`src/rtl/spi_regbank_pkg.sv`:
```
package spi_regbank_pkg;

    localparam int BYTE_W = 8;
    localparam int ADDR_W = 3;
    localparam int BIT_CW = $clog2(BYTE_W);
    localparam int WR_BIT = 7;

    typedef enum logic {
        PH_CMD  = 1'b0,
        PH_DATA = 1'b1
    } phase_e;

    typedef struct packed {
        logic              sclk_prev;
        logic              cs_prev;
        logic [BYTE_W-1:0] rx;
        logic [BIT_CW-1:0] bit_cnt;
        logic              byte_done;
        phase_e            phase;
        logic              is_wr;
        logic [ADDR_W-1:0] addr;
        logic [BYTE_W-1:0] wdata;
        logic              wr_ok;
        logic [BYTE_W-1:0] tx;
        logic              commit;
    } frame_t;

endpackage

```
`src/rtl/spi_regbank_sync.sv`:
```
module spi_regbank_sync #(
    parameter int              WIDTH   = 3,
    parameter int              STAGES  = 2,
    parameter logic [WIDTH-1:0] RST_VAL = '0
) (
    input  logic             clk,
    input  logic             rst_n,
    input  logic [WIDTH-1:0] async_i,
    output logic [WIDTH-1:0] sync_o
);

    logic [STAGES-1:0][WIDTH-1:0] sync_d, sync_q;

    always_comb begin
        sync_d[0] = async_i;
        for (int s = 1; s < STAGES; s++) begin
            sync_d[s] = sync_q[s-1];
        end
    end

    always_ff @(posedge clk or negedge rst_n) begin
        if (!rst_n) begin
            sync_q <= {STAGES{RST_VAL}};
        end else begin
            sync_q <= sync_d;
        end
    end

    assign sync_o = sync_q[STAGES-1];

endmodule

```
`src/rtl/spi_regbank_frame.sv`:
```
module spi_regbank_frame
    import spi_regbank_pkg::*;
(
    input  logic              clk,
    input  logic              rst_n,
    input  logic              sclk_s,
    input  logic              cs_n_s,
    input  logic              mosi_s,
    input  logic [BYTE_W-1:0] rd_data_i,
    output logic [ADDR_W-1:0] rd_addr_o,
    output logic              miso_o,
    output logic              commit_o,
    output logic [ADDR_W-1:0] commit_addr_o,
    output logic [BYTE_W-1:0] commit_data_o
);

    localparam logic [BIT_CW-1:0] LAST_BIT = BIT_CW'(BYTE_W - 1);

    frame_t f_d, f_q;
    logic   sclk_rise, sclk_fall;
    logic [BYTE_W-1:0] rx_nxt;

    assign sclk_rise = sclk_s & ~f_q.sclk_prev;
    assign sclk_fall = ~sclk_s & f_q.sclk_prev;
    assign rx_nxt    = {f_q.rx[BYTE_W-2:0], mosi_s};

    always_comb begin
        f_d           = f_q;
        f_d.commit    = 1'b0;
        f_d.sclk_prev = sclk_s;
        f_d.cs_prev   = cs_n_s;
        if (cs_n_s) begin
            // Frame closed: a write survives only if its data byte ended the frame cleanly.
            if (!f_q.cs_prev) begin
                f_d.commit = f_q.wr_ok && (f_q.bit_cnt == '0);
            end
            f_d.bit_cnt   = '0;
            f_d.byte_done = 1'b0;
            f_d.phase     = PH_CMD;
            f_d.wr_ok     = 1'b0;
        end else if (sclk_rise) begin
            f_d.rx      = rx_nxt;
            f_d.bit_cnt = f_q.bit_cnt + 1'b1;
            if (f_q.bit_cnt == LAST_BIT) begin
                f_d.byte_done = 1'b1;
                f_d.wr_ok     = 1'b0;
                if (f_q.phase == PH_CMD) begin
                    f_d.addr  = rx_nxt[ADDR_W-1:0];
                    f_d.is_wr = rx_nxt[WR_BIT];
                    f_d.phase = rx_nxt[WR_BIT] ? PH_DATA : PH_CMD;
                end else begin
                    f_d.wdata = rx_nxt;
                    f_d.wr_ok = f_q.is_wr;
                    f_d.phase = PH_CMD;
                end
            end
        end else if (sclk_fall) begin
            if (f_q.byte_done) begin
                // Last falling edge of a byte: reload the reply buffer.
                f_d.tx        = rd_data_i;
                f_d.byte_done = 1'b0;
            end else begin
                f_d.tx = {f_q.tx[BYTE_W-2:0], 1'b0};
            end
        end
    end

    always_ff @(posedge clk or negedge rst_n) begin
        if (!rst_n) begin
            f_q           <= '0;
            f_q.cs_prev   <= 1'b1;
            f_q.phase     <= PH_CMD;
        end else begin
            f_q <= f_d;
        end
    end

    assign rd_addr_o     = f_q.addr;
    assign miso_o        = f_q.tx[BYTE_W-1];
    assign commit_o      = f_q.commit;
    assign commit_addr_o = f_q.addr;
    assign commit_data_o = f_q.wdata;

endmodule

```
`src/rtl/spi_regbank_regs.sv`:
```
module spi_regbank_regs
    import spi_regbank_pkg::*;
#(
    parameter int NUM_CTRL = 4,
    parameter int NUM_STAT = 4,
    localparam int STAT_IN_W = NUM_STAT * BYTE_W - 1
) (
    input  logic                       clk,
    input  logic                       rst_n,
    input  logic                       cs_n_s,
    input  logic                       commit_i,
    input  logic [ADDR_W-1:0]          commit_addr_i,
    input  logic [BYTE_W-1:0]          commit_data_i,
    input  logic [ADDR_W-1:0]          rd_addr_i,
    input  logic [STAT_IN_W-1:0]       stat_i,
    input  logic                       wd_trip_i,
    output logic [BYTE_W-1:0]          rd_data_o,
    output logic [NUM_CTRL*BYTE_W-1:0] ctrl_o,
    output logic [NUM_STAT*BYTE_W-1:0] stat_snap_o,
    output logic                       wd_flag_o
);

    localparam logic [BYTE_W-1:0] WD_CTRL_MASK = 8'hF8;
    localparam int                WDEN_BIT     = 7;

    typedef struct packed {
        logic [NUM_CTRL-1:0][BYTE_W-1:0] ctrl;
        logic [NUM_STAT-1:0][BYTE_W-1:0] stat;
        logic                            wd;
    } regs_t;

    regs_t r_d, r_q;
    logic [NUM_STAT-1:0][BYTE_W-1:0] live_stat;

    assign live_stat = {stat_i[STAT_IN_W-1:WDEN_BIT], r_q.wd, stat_i[WDEN_BIT-1:0]};

    always_comb begin
        r_d = r_q;
        if (wd_trip_i) begin
            r_d.wd = 1'b1;
        end
        if (commit_i) begin
            for (int i = 0; i < NUM_CTRL; i++) begin
                if (commit_addr_i == ADDR_W'(i)) begin
                    r_d.ctrl[i] = (i == 0) ? (commit_data_i & WD_CTRL_MASK) : commit_data_i;
                end
            end
            if (commit_addr_i == '0 && !commit_data_i[WDEN_BIT]) begin
                r_d.wd = 1'b0;
            end
        end
        if (cs_n_s) begin
            r_d.stat = live_stat;
        end
    end

    always_comb begin
        rd_data_o = '0;
        for (int i = 0; i < NUM_CTRL; i++) begin
            if (rd_addr_i == ADDR_W'(i)) rd_data_o = r_q.ctrl[i];
        end
        for (int k = 0; k < NUM_STAT; k++) begin
            if (rd_addr_i == ADDR_W'(NUM_CTRL + k)) rd_data_o = r_q.stat[k];
        end
    end

    always_ff @(posedge clk or negedge rst_n) begin
        if (!rst_n) begin
            r_q <= '0;
        end else begin
            r_q <= r_d;
        end
    end

    assign ctrl_o      = r_q.ctrl;
    assign stat_snap_o = r_q.stat;
    assign wd_flag_o   = r_q.wd;

endmodule

```
`src/rtl/spi_regbank.sv`:
```
module spi_regbank
    import spi_regbank_pkg::*;
#(
    parameter int NUM_CTRL = 4,
    parameter int NUM_STAT = 4
) (
    input  logic                       clk,
    input  logic                       rst_n,
    input  logic                       spi_sclk,
    input  logic                       spi_cs_n,
    input  logic                       spi_mosi,
    output logic                       spi_miso,
    input  logic [NUM_STAT*8-2:0]      stat_i,
    input  logic                       wd_trip_i,
    output logic [NUM_CTRL*8-1:0]      ctrl_o
);

    logic              sclk_s, cs_n_s, mosi_s;
    logic [ADDR_W-1:0] rd_addr;
    logic [BYTE_W-1:0] rd_data;
    logic              commit;
    logic [ADDR_W-1:0] commit_addr;
    logic [BYTE_W-1:0] commit_data;
    logic [NUM_STAT*BYTE_W-1:0] stat_snap;
    logic              wd_flag;

    spi_regbank_sync #(
        .WIDTH  (3),
        .STAGES (2),
        .RST_VAL(3'b010)
    ) u_sync (
        .clk    (clk),
        .rst_n  (rst_n),
        .async_i({spi_sclk, spi_cs_n, spi_mosi}),
        .sync_o ({sclk_s, cs_n_s, mosi_s})
    );

    spi_regbank_frame u_frame (
        .clk          (clk),
        .rst_n        (rst_n),
        .sclk_s       (sclk_s),
        .cs_n_s       (cs_n_s),
        .mosi_s       (mosi_s),
        .rd_data_i    (rd_data),
        .rd_addr_o    (rd_addr),
        .miso_o       (spi_miso),
        .commit_o     (commit),
        .commit_addr_o(commit_addr),
        .commit_data_o(commit_data)
    );

    spi_regbank_regs #(
        .NUM_CTRL(NUM_CTRL),
        .NUM_STAT(NUM_STAT)
    ) u_regs (
        .clk          (clk),
        .rst_n        (rst_n),
        .cs_n_s       (cs_n_s),
        .commit_i     (commit),
        .commit_addr_i(commit_addr),
        .commit_data_i(commit_data),
        .rd_addr_i    (rd_addr),
        .stat_i       (stat_i),
        .wd_trip_i    (wd_trip_i),
        .rd_data_o    (rd_data),
        .ctrl_o       (ctrl_o),
        .stat_snap_o  (stat_snap),
        .wd_flag_o    (wd_flag)
    );

endmodule

```
`config.mk`:
```
export PLATFORM = sky130hd
export DESIGN_NAME = spi_regbank
export DESIGN_NICKNAME = d
export VERILOG_FILES = /design/src/rtl/spi_regbank_pkg.sv /design/src/rtl/spi_regbank_sync.sv /design/src/rtl/spi_regbank_frame.sv /design/src/rtl/spi_regbank_regs.sv /design/src/rtl/spi_regbank.sv
export SDC_FILE = /design/constraint.sdc
export NUM_CORES = 1
export LEC_CHECK = 0
export ABC_AREA = 1
export BUFFER_PORTS_ARGS = -buffer_cell sky130_fd_sc_hd__buf_4
export CAP_MARGIN = 30
export CORE_MARGIN = 3
export CORE_UTILIZATION = 60
export CTS_CLUSTER_SIZE = 16
export DETAILED_ROUTE_END_ITERATION = 12
export MAX_ROUTING_LAYER = met4
export PLACE_DENSITY = 0.83
export SYNTH_ARGS = -nofsm -noshare
export SYNTH_HDL_FRONTEND = slang
export SYNTH_HIERARCHICAL = 1
export SYNTH_SLANG_ARGS = --single-unit
```
`constraint.sdc`:
```
create_clock -name clk -period 4.7 [get_ports clk]
set_input_delay 0.47 -clock clk [delete_from_list [all_inputs] [get_ports clk]]
set_output_delay 0.47 -clock clk [all_outputs]
set_load 0.02 [all_outputs]
```
==> results of run 1 <==
-- worst max path at each step --
stage,cells after the start,to,slack (ns),startpoint
final,9,u_frame/f_q[5],2.44,u_frame/commit_addr_o[1]
after global routing,9,u_frame/f_q[5],2.25,u_frame/commit_addr_o[1]
after detailed placement,9,u_frame/f_q[5],2.52,u_frame/commit_addr_o[1]
after floorplan,10,u_frame/f_q[5],3.17,u_frame/commit_addr_o[1]
after global placement,9,u_frame/f_q[5],2.69,u_frame/commit_addr_o[1]
after CTS,9,u_frame/f_q[5],2.46,u_frame/commit_addr_o[1]
-- through the flow --
step | area [µm²] | total power [W] | setup WS, ns | utilization
global placement | 5190 | 0.00108 | 2.69 | 0.693
global route | 5430 | 0.00179 | 2.25 | 0.726
CTS | 5430 | 0.00174 | 2.46 | 0.726
finish | 5430 | 0.00172 | 2.44 | 0.726
detailed placement | 5190 | 0.00109 | 2.52 | 0.693
floorplan | 4790 | 0.00103 | 3.17 | -
-- synthesized netlist by cell type (all sizes together) --
library cell | count | share of area
dfstp | 3 | 0.016
o21ai | 57 | 0.063
dfrtp | 101 | 0.53
nor2 | 25 | 0.029
a21oi | 2 | 0.0021
inv | 49 | 0.040
o21bai | 8 | 0.013
nor3 | 5 | 0.012
clkbuf | 3 | 0.0024
ha | 3 | 0.0078
nand2 | 141 | 0.11
o22ai | 1 | 0.0013
nand4 | 28 | 0.037
mux2 | 23 | 0.054
conb | 1 | 0.00078
buf | 32 | 0.046
nand3 | 25 | 0.034
-- cell families after synthesis --
| logic type | Yosys count | share of synthesized area |
|---|---|---|
| mux | 23 | 0.0541 |
| simple gates | 224 | 0.226 |
| buf+inv | 84 | 0.0883 |
| fa+ha+maj | 3 | 0.00784 |
| flops | 104 | 0.544 |
| other cells | 1 | 0.000783 |
| compound gates | 68 | 0.0787 |
-- per-layer routing --
layer	part of all wire	vias up	wire length [µm]	GRT usage
met4	0.035	0	355	0.115
met2	0.50	138	5090	0.387
met1	0.41	1729	4210	0.300
li1	-	1731	-	-
met3	0.059	42	603	0.0624
met5	0	-	0	-
-- placed cells by master (no fill, tap or decap), types with 2 or more instances in the layout --
cell,count
sky130_fd_sc_hd__a21oi_1,2
sky130_fd_sc_hd__buf_4,67
sky130_fd_sc_hd__bufinv_16,3
sky130_fd_sc_hd__clkbuf_8,9
sky130_fd_sc_hd__conb_1,3
sky130_fd_sc_hd__dfrtp_1,101
sky130_fd_sc_hd__dfstp_2,3
sky130_fd_sc_hd__ha_1,3
sky130_fd_sc_hd__inv_1,40
sky130_fd_sc_hd__inv_2,7
sky130_fd_sc_hd__inv_6,3
sky130_fd_sc_hd__mux2_1,23
sky130_fd_sc_hd__nand2_1,137
sky130_fd_sc_hd__nand2_2,3
sky130_fd_sc_hd__nand3_1,19
sky130_fd_sc_hd__nand3_2,5
sky130_fd_sc_hd__nand4_1,28
sky130_fd_sc_hd__nor2_1,18
sky130_fd_sc_hd__nor2_2,3
sky130_fd_sc_hd__nor2_4,3
sky130_fd_sc_hd__nor3_1,2
sky130_fd_sc_hd__nor3_4,3
sky130_fd_sc_hd__o21ai_0,13
sky130_fd_sc_hd__o21ai_1,40
sky130_fd_sc_hd__o21ai_2,4
sky130_fd_sc_hd__o21bai_1,8
-- flip-flops by register name, indices dropped and copies added (netlist names) --
register,count
u_frame/commit_o,1
u_frame/miso_o,1
u_frame/commit_addr_o,3
u_sync/sync_d,3
u_frame/commit_data_o,8
u_regs/wd_flag_o,1
u_frame/f_q,23
u_regs/stat_snap_o,32
u_regs/ctrl_o,29
u_sync/sync_o,3
-- power groups by stage --
stage               sequential [W]  combinational, W  clock (W)
global route              0.000982          0.000107   0.000705
CTS                       0.000975         0.0000959   0.000667
finish                    0.000975         0.0000934   0.000652
global placement          0.000991         0.0000909          0
floorplan                 0.000975         0.0000532          0
detailed placement        0.000992         0.0000956          0
-- critical path, delay by kind of cell (launching register included) --
kind                   cells  cell delay, ns
AOI/OAI and AO/OA          3            0.24
buffers and inverters      1            0.25
DFF                        1            0.85
and+or+nand+nor            5            0.80
-- final cells by class --
type / instances / share of cell area
inverters: 49 / 0.0352
repair buffers: 67 / 0.0926
clock buffers: 10 / 0.0235
flip-flops and latches: 104 / 0.480
multi-input cells: 321 / 0.325
clock inverters: 6 / 0.0212
well taps: 99 / 0.0228
==> qor.log, run 1 <==
[setup_path] Worst Reg-to-Reg Cells 9
[route] drt initial violations 329
[die] Ports 70
[cells_and_area] Nets 592
[setup_path] arrival time at the worst endpoint 2.50 ns
[min_path] type of the most critical hold path in2async
[cts] clock latency at the later pin of the worst-skew pair 0.37 ns
[setup_path] r2r endpoint u_frame/f_q[5]
[cts] clock slew at reported path FFs 0.09 ns
[timing] RSZ-0062 raised after global routing false
[timing] clock skew after layout 0.00987 ns
[timing] achievable frequency 442 MHz
[setup_path] Worst path slowest cell sky130_fd_sc_hd__dfrtp_1
[power] share of power burned in the clock network 0.379
[power] power density over the cells 317 nW/µm²
[route] antenna-violating nets left 0
[grt] GR Util All Layers 0.247
[status] outcome finished, final reports clean
[power] proportion of total power due to net switching 0.221
[route] via count 3640
[grt] number of global-route vias before repair 3475
[yosys] Cell variety after synth 32
[yosys] number of instances in the synthesized netlist 507
[timing] period utilisation layout 0.481
[die] vertical die dimension 95.3 µm
[cells_and_area] proportion of layout cells with a drive suffix above 1 0.212
[setup_path] data required time at the worst endpoint 4.94 ns
[die] count of standard-cell rows 31
[cells_and_area] area added between synthesis and finish 13.5%
[cts] number of buffers inserted by hold repair at cts 0
[route] routed via count divided by cell count 5.55
[grt] wire length of the first global-routing pass 16600 µm
[setup_path] start of the worst register-to-register path u_frame/commit_addr_o[1]
[grt] maximum number of pins on one net before global-route repair 57
[power] VDD IR max 0.000199 V
[route] DRC violation count after routing 0
[setup_path] Worst Setup Start Kind flip-flop
[setup_path] largest fanout on the critical path 21
[place] routability-driven placement congestion ratio 0.872
[power] combinational group share of total power 0.054
[cells_and_area] footprint of the multi-input gates 1770 µm²
[setup_path] CP endpoint kind flip-flop
[grt] initial antenna violation count 0
[place] IO buf count 66
[power] cell leakage power 2.58 nW
[setup_path] stage delay of the slowest cell on the critical path 0.85 ns
[timing] final period demand of the worst path 2.26 ns
[power] Int Power 0.00134 W
[setup_path] flop2flop setup slack 2.44 ns
[timing] Final TNS setup 0 ns
[cts] library cell used as clock root buffer sky130_fd_sc_hd__clkbuf_8
[yosys] combined area of all synthesized cells 4790 µm²
[timing] measured slew at the worst slew-check pin 0.951 ns
[timing] final-report max-slew violation count 0
[timing] Hold Vio Cnt, Final 0
[yosys] #FFs+latches synth 104
[power] NetSw 0.000380 W
[die] die outline area 9090 µm²
[setup_path] most repeated library cell on the critical path sky130_fd_sc_hd__nand2_1
[route] average wire length per cell after detail routing 15.6 µm
[cells_and_area] Inserted Diodes 0
[route] total wire length 10300 µm
[cells_and_area] register cell area after layout 2610 µm²
[timing] final setup violation count 0
[place] hpwl dp 7170 µm
[cts] TritonCTS clock tree done
[cts] post-CTS resize count 0
[cts] CTS H-tree depth 3
[cts] Setup Fix Bufs, Post-CTS 0
[setup_path] series of cell instances along the critical path inv_2 > nor3_4 > a21oi_1 > nand2_1 > nand3_2 > nand2_1 > o21ai_0 > nand2_1 > o21ai_2
[die] Die W 95.3 µm
[power] proportion of power drawn by flip-flops and latches 0.567
[cells_and_area] count of placed standard cells in the final layout, fillers left out 656
[run] number of maximum-capacitance violations 0
[cts] clock sink count 104
[yosys] warnings from Yosys 6
[cts] CTS Buffer Depth 2
[cells_and_area] final-layout fill cell count 558
[timing] Slew Limit Headroom 0.366
[timing] Hold Worst Slack 0.136 ns
[route] Pre-Repair DR Iteration Count 5
[die] Core ar. 7490 µm²
[setup_path] critical path class reg2reg
[grt] overall overflow remaining after global route 0
[yosys] part of the Yosys area used for sequential elements 0.544
[die] initial core utilization 0.639
[place] cell count after placement 640
[yosys] average size of a mapped cell 9.44 µm²
[cts] CTS buffer count 9
No activity file was read; power rests on OpenSTA's default activity.
==> inputs of run 2 (changes only) <==
- CORE_UTILIZATION: 60 -> 57
- PLACE_DENSITY: 0.83 -> 0.8
- clock period: 4.7 -> 2.3 ns (I/O delays scaled with it)
==> run 2 against run 1 <==
Sequential power rose by 100%. Clock power rose by 66%. Die area rose by 4.9%. Largest power group unchanged. Combinational power rose by 130%. First-iteration DRC count fell by 17%.
==> qor.log, run 2 (synthesized netlist as in run 1, its figures left out) <==
[power] combinational group share of total power 0.065 [was 0.054]
[power] share of power burned in the clock network 0.330 [was 0.379]
[die] initial core utilization 0.604 [was 0.639]
[setup_path] largest fanout on the critical path 11 [was 21]
[setup_path] CP endpoint kind flip-flop [unchanged]
[cts] clock slew at reported path FFs 0.10 ns [was 0.09 ns]
[cts] clock latency at the later pin of the worst-skew pair 0.36 ns [was 0.37 ns]
[cts] TritonCTS clock tree done [unchanged]
[route] total wire length 9980 µm [was 10300 µm]
[die] vertical die dimension 97.6 µm [was 95.3 µm]
[route] antenna-violating nets left 0 [unchanged]
[setup_path] critical path class reg2reg [unchanged]
[timing] measured slew at the worst slew-check pin 0.582 ns [was 0.951 ns]
[grt] wire length of the first global-routing pass 17100 µm [was 16600 µm]
[cells_and_area] final-layout fill cell count 586 [was 558]
[timing] period utilisation layout 0.821 [was 0.481]
[route] DRC violation count after routing 0 [unchanged]
[run] number of maximum-capacitance violations 0 [unchanged]
[power] NetSw 0.000757 W [was 0.000380 W]
[grt] GR Util All Layers 0.229 [was 0.247]
[grt] overall overflow remaining after global route 0 [unchanged]
[cells_and_area] Nets 601 [was 592]
[status] outcome finished, final reports clean [unchanged]
[timing] final-report max-slew violation count 0 [unchanged]
[power] proportion of power drawn by flip-flops and latches 0.605 [was 0.567]
[place] hpwl dp 7250 µm [was 7170 µm]
[die] Die W 97.6 µm [was 95.3 µm]
[timing] Hold Worst Slack 0.0769 ns [was 0.136 ns]
[route] via count 3571 [was 3640]
[route] routed via count divided by cell count 5.35 [was 5.55]
[cts] library cell used as clock root buffer sky130_fd_sc_hd__clkbuf_8 [unchanged]
[grt] maximum number of pins on one net before global-route repair 51 [was 57]
[die] die outline area 9530 µm² [was 9090 µm²]
[timing] Slew Limit Headroom 0.612 [was 0.366]
[cells_and_area] flip-flop count of the largest register, all copies and words added 32 [unchanged]
[cells_and_area] proportion of layout cells with a drive suffix above 1 0.214 [was 0.212]
[grt] number of global-route vias before repair 3433 [was 3475]
[route] Pre-Repair DR Iteration Count 5 [unchanged]
[die] Core ar. 7930 µm² [was 7490 µm²]
[setup_path] Worst Setup Start Kind flip-flop [unchanged]
[timing] RSZ-0062 raised after global routing false [unchanged]
[route] average wire length per cell after detail routing 14.9 µm [was 15.6 µm]
[timing] Final TNS setup 0 ns [unchanged]
[cts] post-CTS resize count 0 [unchanged]
[cts] CTS H-tree depth 3 [unchanged]
[power] cell leakage power 2.60 nW [was 2.58 nW]
[grt] initial antenna violation count 0 [unchanged]
[timing] achievable frequency 529 MHz [was 442 MHz]
[cells_and_area] commonest non-fill, non-tap cells in the layout sky130_fd_sc_hd__nand2_1, sky130_fd_sc_hd__dfrtp_1, sky130_fd_sc_hd__buf_4 [unchanged]
[place] placed cell areas 5240 µm² [was 5190 µm²]
[cells_and_area] area added between synthesis and finish 14.2% [was 13.5%]
[setup_path] data required time at the worst endpoint 2.53 ns [was 4.94 ns]
[power] VDD IR max 0.000397 V [was 0.000199 V]
[place] IO buf count 66 [unchanged]
[cts] CTS Buffer Depth 2 [unchanged]
[cts] CTS buffer count 9 [unchanged]
[cells_and_area] Inserted Diodes 0 [unchanged]
[timing] Hold Vio Cnt, Final 0 [unchanged]
[cts] clock sink count 104 [unchanged]
[timing] final period demand of the worst path 1.89 ns [was 2.26 ns]
[route] drt initial violations 272 [was 329]
[timing] final setup violation count 0 [unchanged]
[min_path] type of the most critical hold path in2reg [was in2async]
[power] Int Power 0.00252 W [was 0.00134 W]
[power] proportion of total power due to net switching 0.231 [was 0.221]
[cells_and_area] most common library cell in the layout ignoring fill and taps sky130_fd_sc_hd__nand2_1 [unchanged]
[cells_and_area] area of all placed cells without fillers 5470 µm² [was 5430 µm²]
[place] routability-driven placement congestion ratio 0.895 [was 0.872]
[power] power density over the cells 599 nW/µm² [was 317 nW/µm²]
[die] count of standard-cell rows 32 [was 31]
[setup_path] arrival time at the worst endpoint 2.12 ns [was 2.50 ns]
[die] Ports 70 [unchanged]
[timing] clock skew after layout 0.0116 ns [was 0.00987 ns]
## run 2: power groups by stage
stage               registers [W]  logic [W]  clock network [W]
floorplan                 0.00199   0.000109                  0
global route              0.00199   0.000245            0.00118
detailed placement        0.00202   0.000213                  0
finish                    0.00198   0.000213            0.00108
global placement          0.00201   0.000204                  0
CTS                       0.00198   0.000219            0.00111
## run 2: what timing repair did
item / CTS / global route
endpoints found under the hold margin: 26 / 0
setup buffers: 0 / 0
hold buffers: 4 / 0
## run 2: path summary, 6_finish.rpt
path | start | slack [ns] | end | cells past startpoint
worst min register to register | u_sync/sync_d[3] | 0.36 | u_sync/sync_o[0] | 0
worst max-delay path | u_frame/commit_addr_o[0] | 0.41 | u_frame/f_q[5] | 9
worst max register to register | u_frame/commit_addr_o[0] | 0.41 | u_frame/f_q[5] | 9
max in group asynchronous | rst_n | 1.27 | u_frame/f_q[35] | 3
worst min-delay path | stat_i[30] | 0.08 | u_regs/stat_snap_o[31] | 2
min in group asynchronous | rst_n | 0.31 | u_frame/f_q[21] | 2
## run 2: area by class of cell
cell class / instances / area, µm² / share of cell area
Clock buffer: 12 / 135 / 0.0247
Sequential cell: 104 / 2610 / 0.477
Tap cell: 102 / 128 / 0.0233
Inverter: 49 / 191 / 0.0350
Timing Repair Buffer: 76 / 593 / 0.108
Multi-Input combinational cell: 321 / 1770 / 0.323
Clock inverter: 4 / 47.5 / 0.00870
## run 2: worst max-delay path, cell delays in order, from the launching register on
cell and delay [ns]:
sky130_fd_sc_hd__dfrtp_1 0.72, sky130_fd_sc_hd__inv_6 0.10, sky130_fd_sc_hd__nor3_4 0.37, sky130_fd_sc_hd__a21oi_1 0.11
sky130_fd_sc_hd__nand2_1 0.10, sky130_fd_sc_hd__nand3_2 0.05, sky130_fd_sc_hd__nand2_1 0.06, sky130_fd_sc_hd__o21ai_0 0.08
sky130_fd_sc_hd__nand2_1 0.09, sky130_fd_sc_hd__o21ai_2 0.05
## run 2: metal layers
metal  track usage  vias to the layer above  wire length [µm]
met4        0.0618                        0                94
li1              -                     1751                 -
met3        0.0395                       11               499
met5             -                        -                 0
met2         0.361                      110              5000
met1         0.309                     1699              4380
## run 2: metrics by stage
step           setup WS (ns)   util  instances  total power (W)
3_5_place_dp           0.434  0.661        648          0.00223
3_3_place_gp           0.529  0.661        648          0.00222
5_1_grt                0.216  0.690        668          0.00342
4_1_cts                0.410  0.690        668          0.00331
2_1_floorplan          0.768      -        509          0.00210
6_report               0.411  0.690        668          0.00328
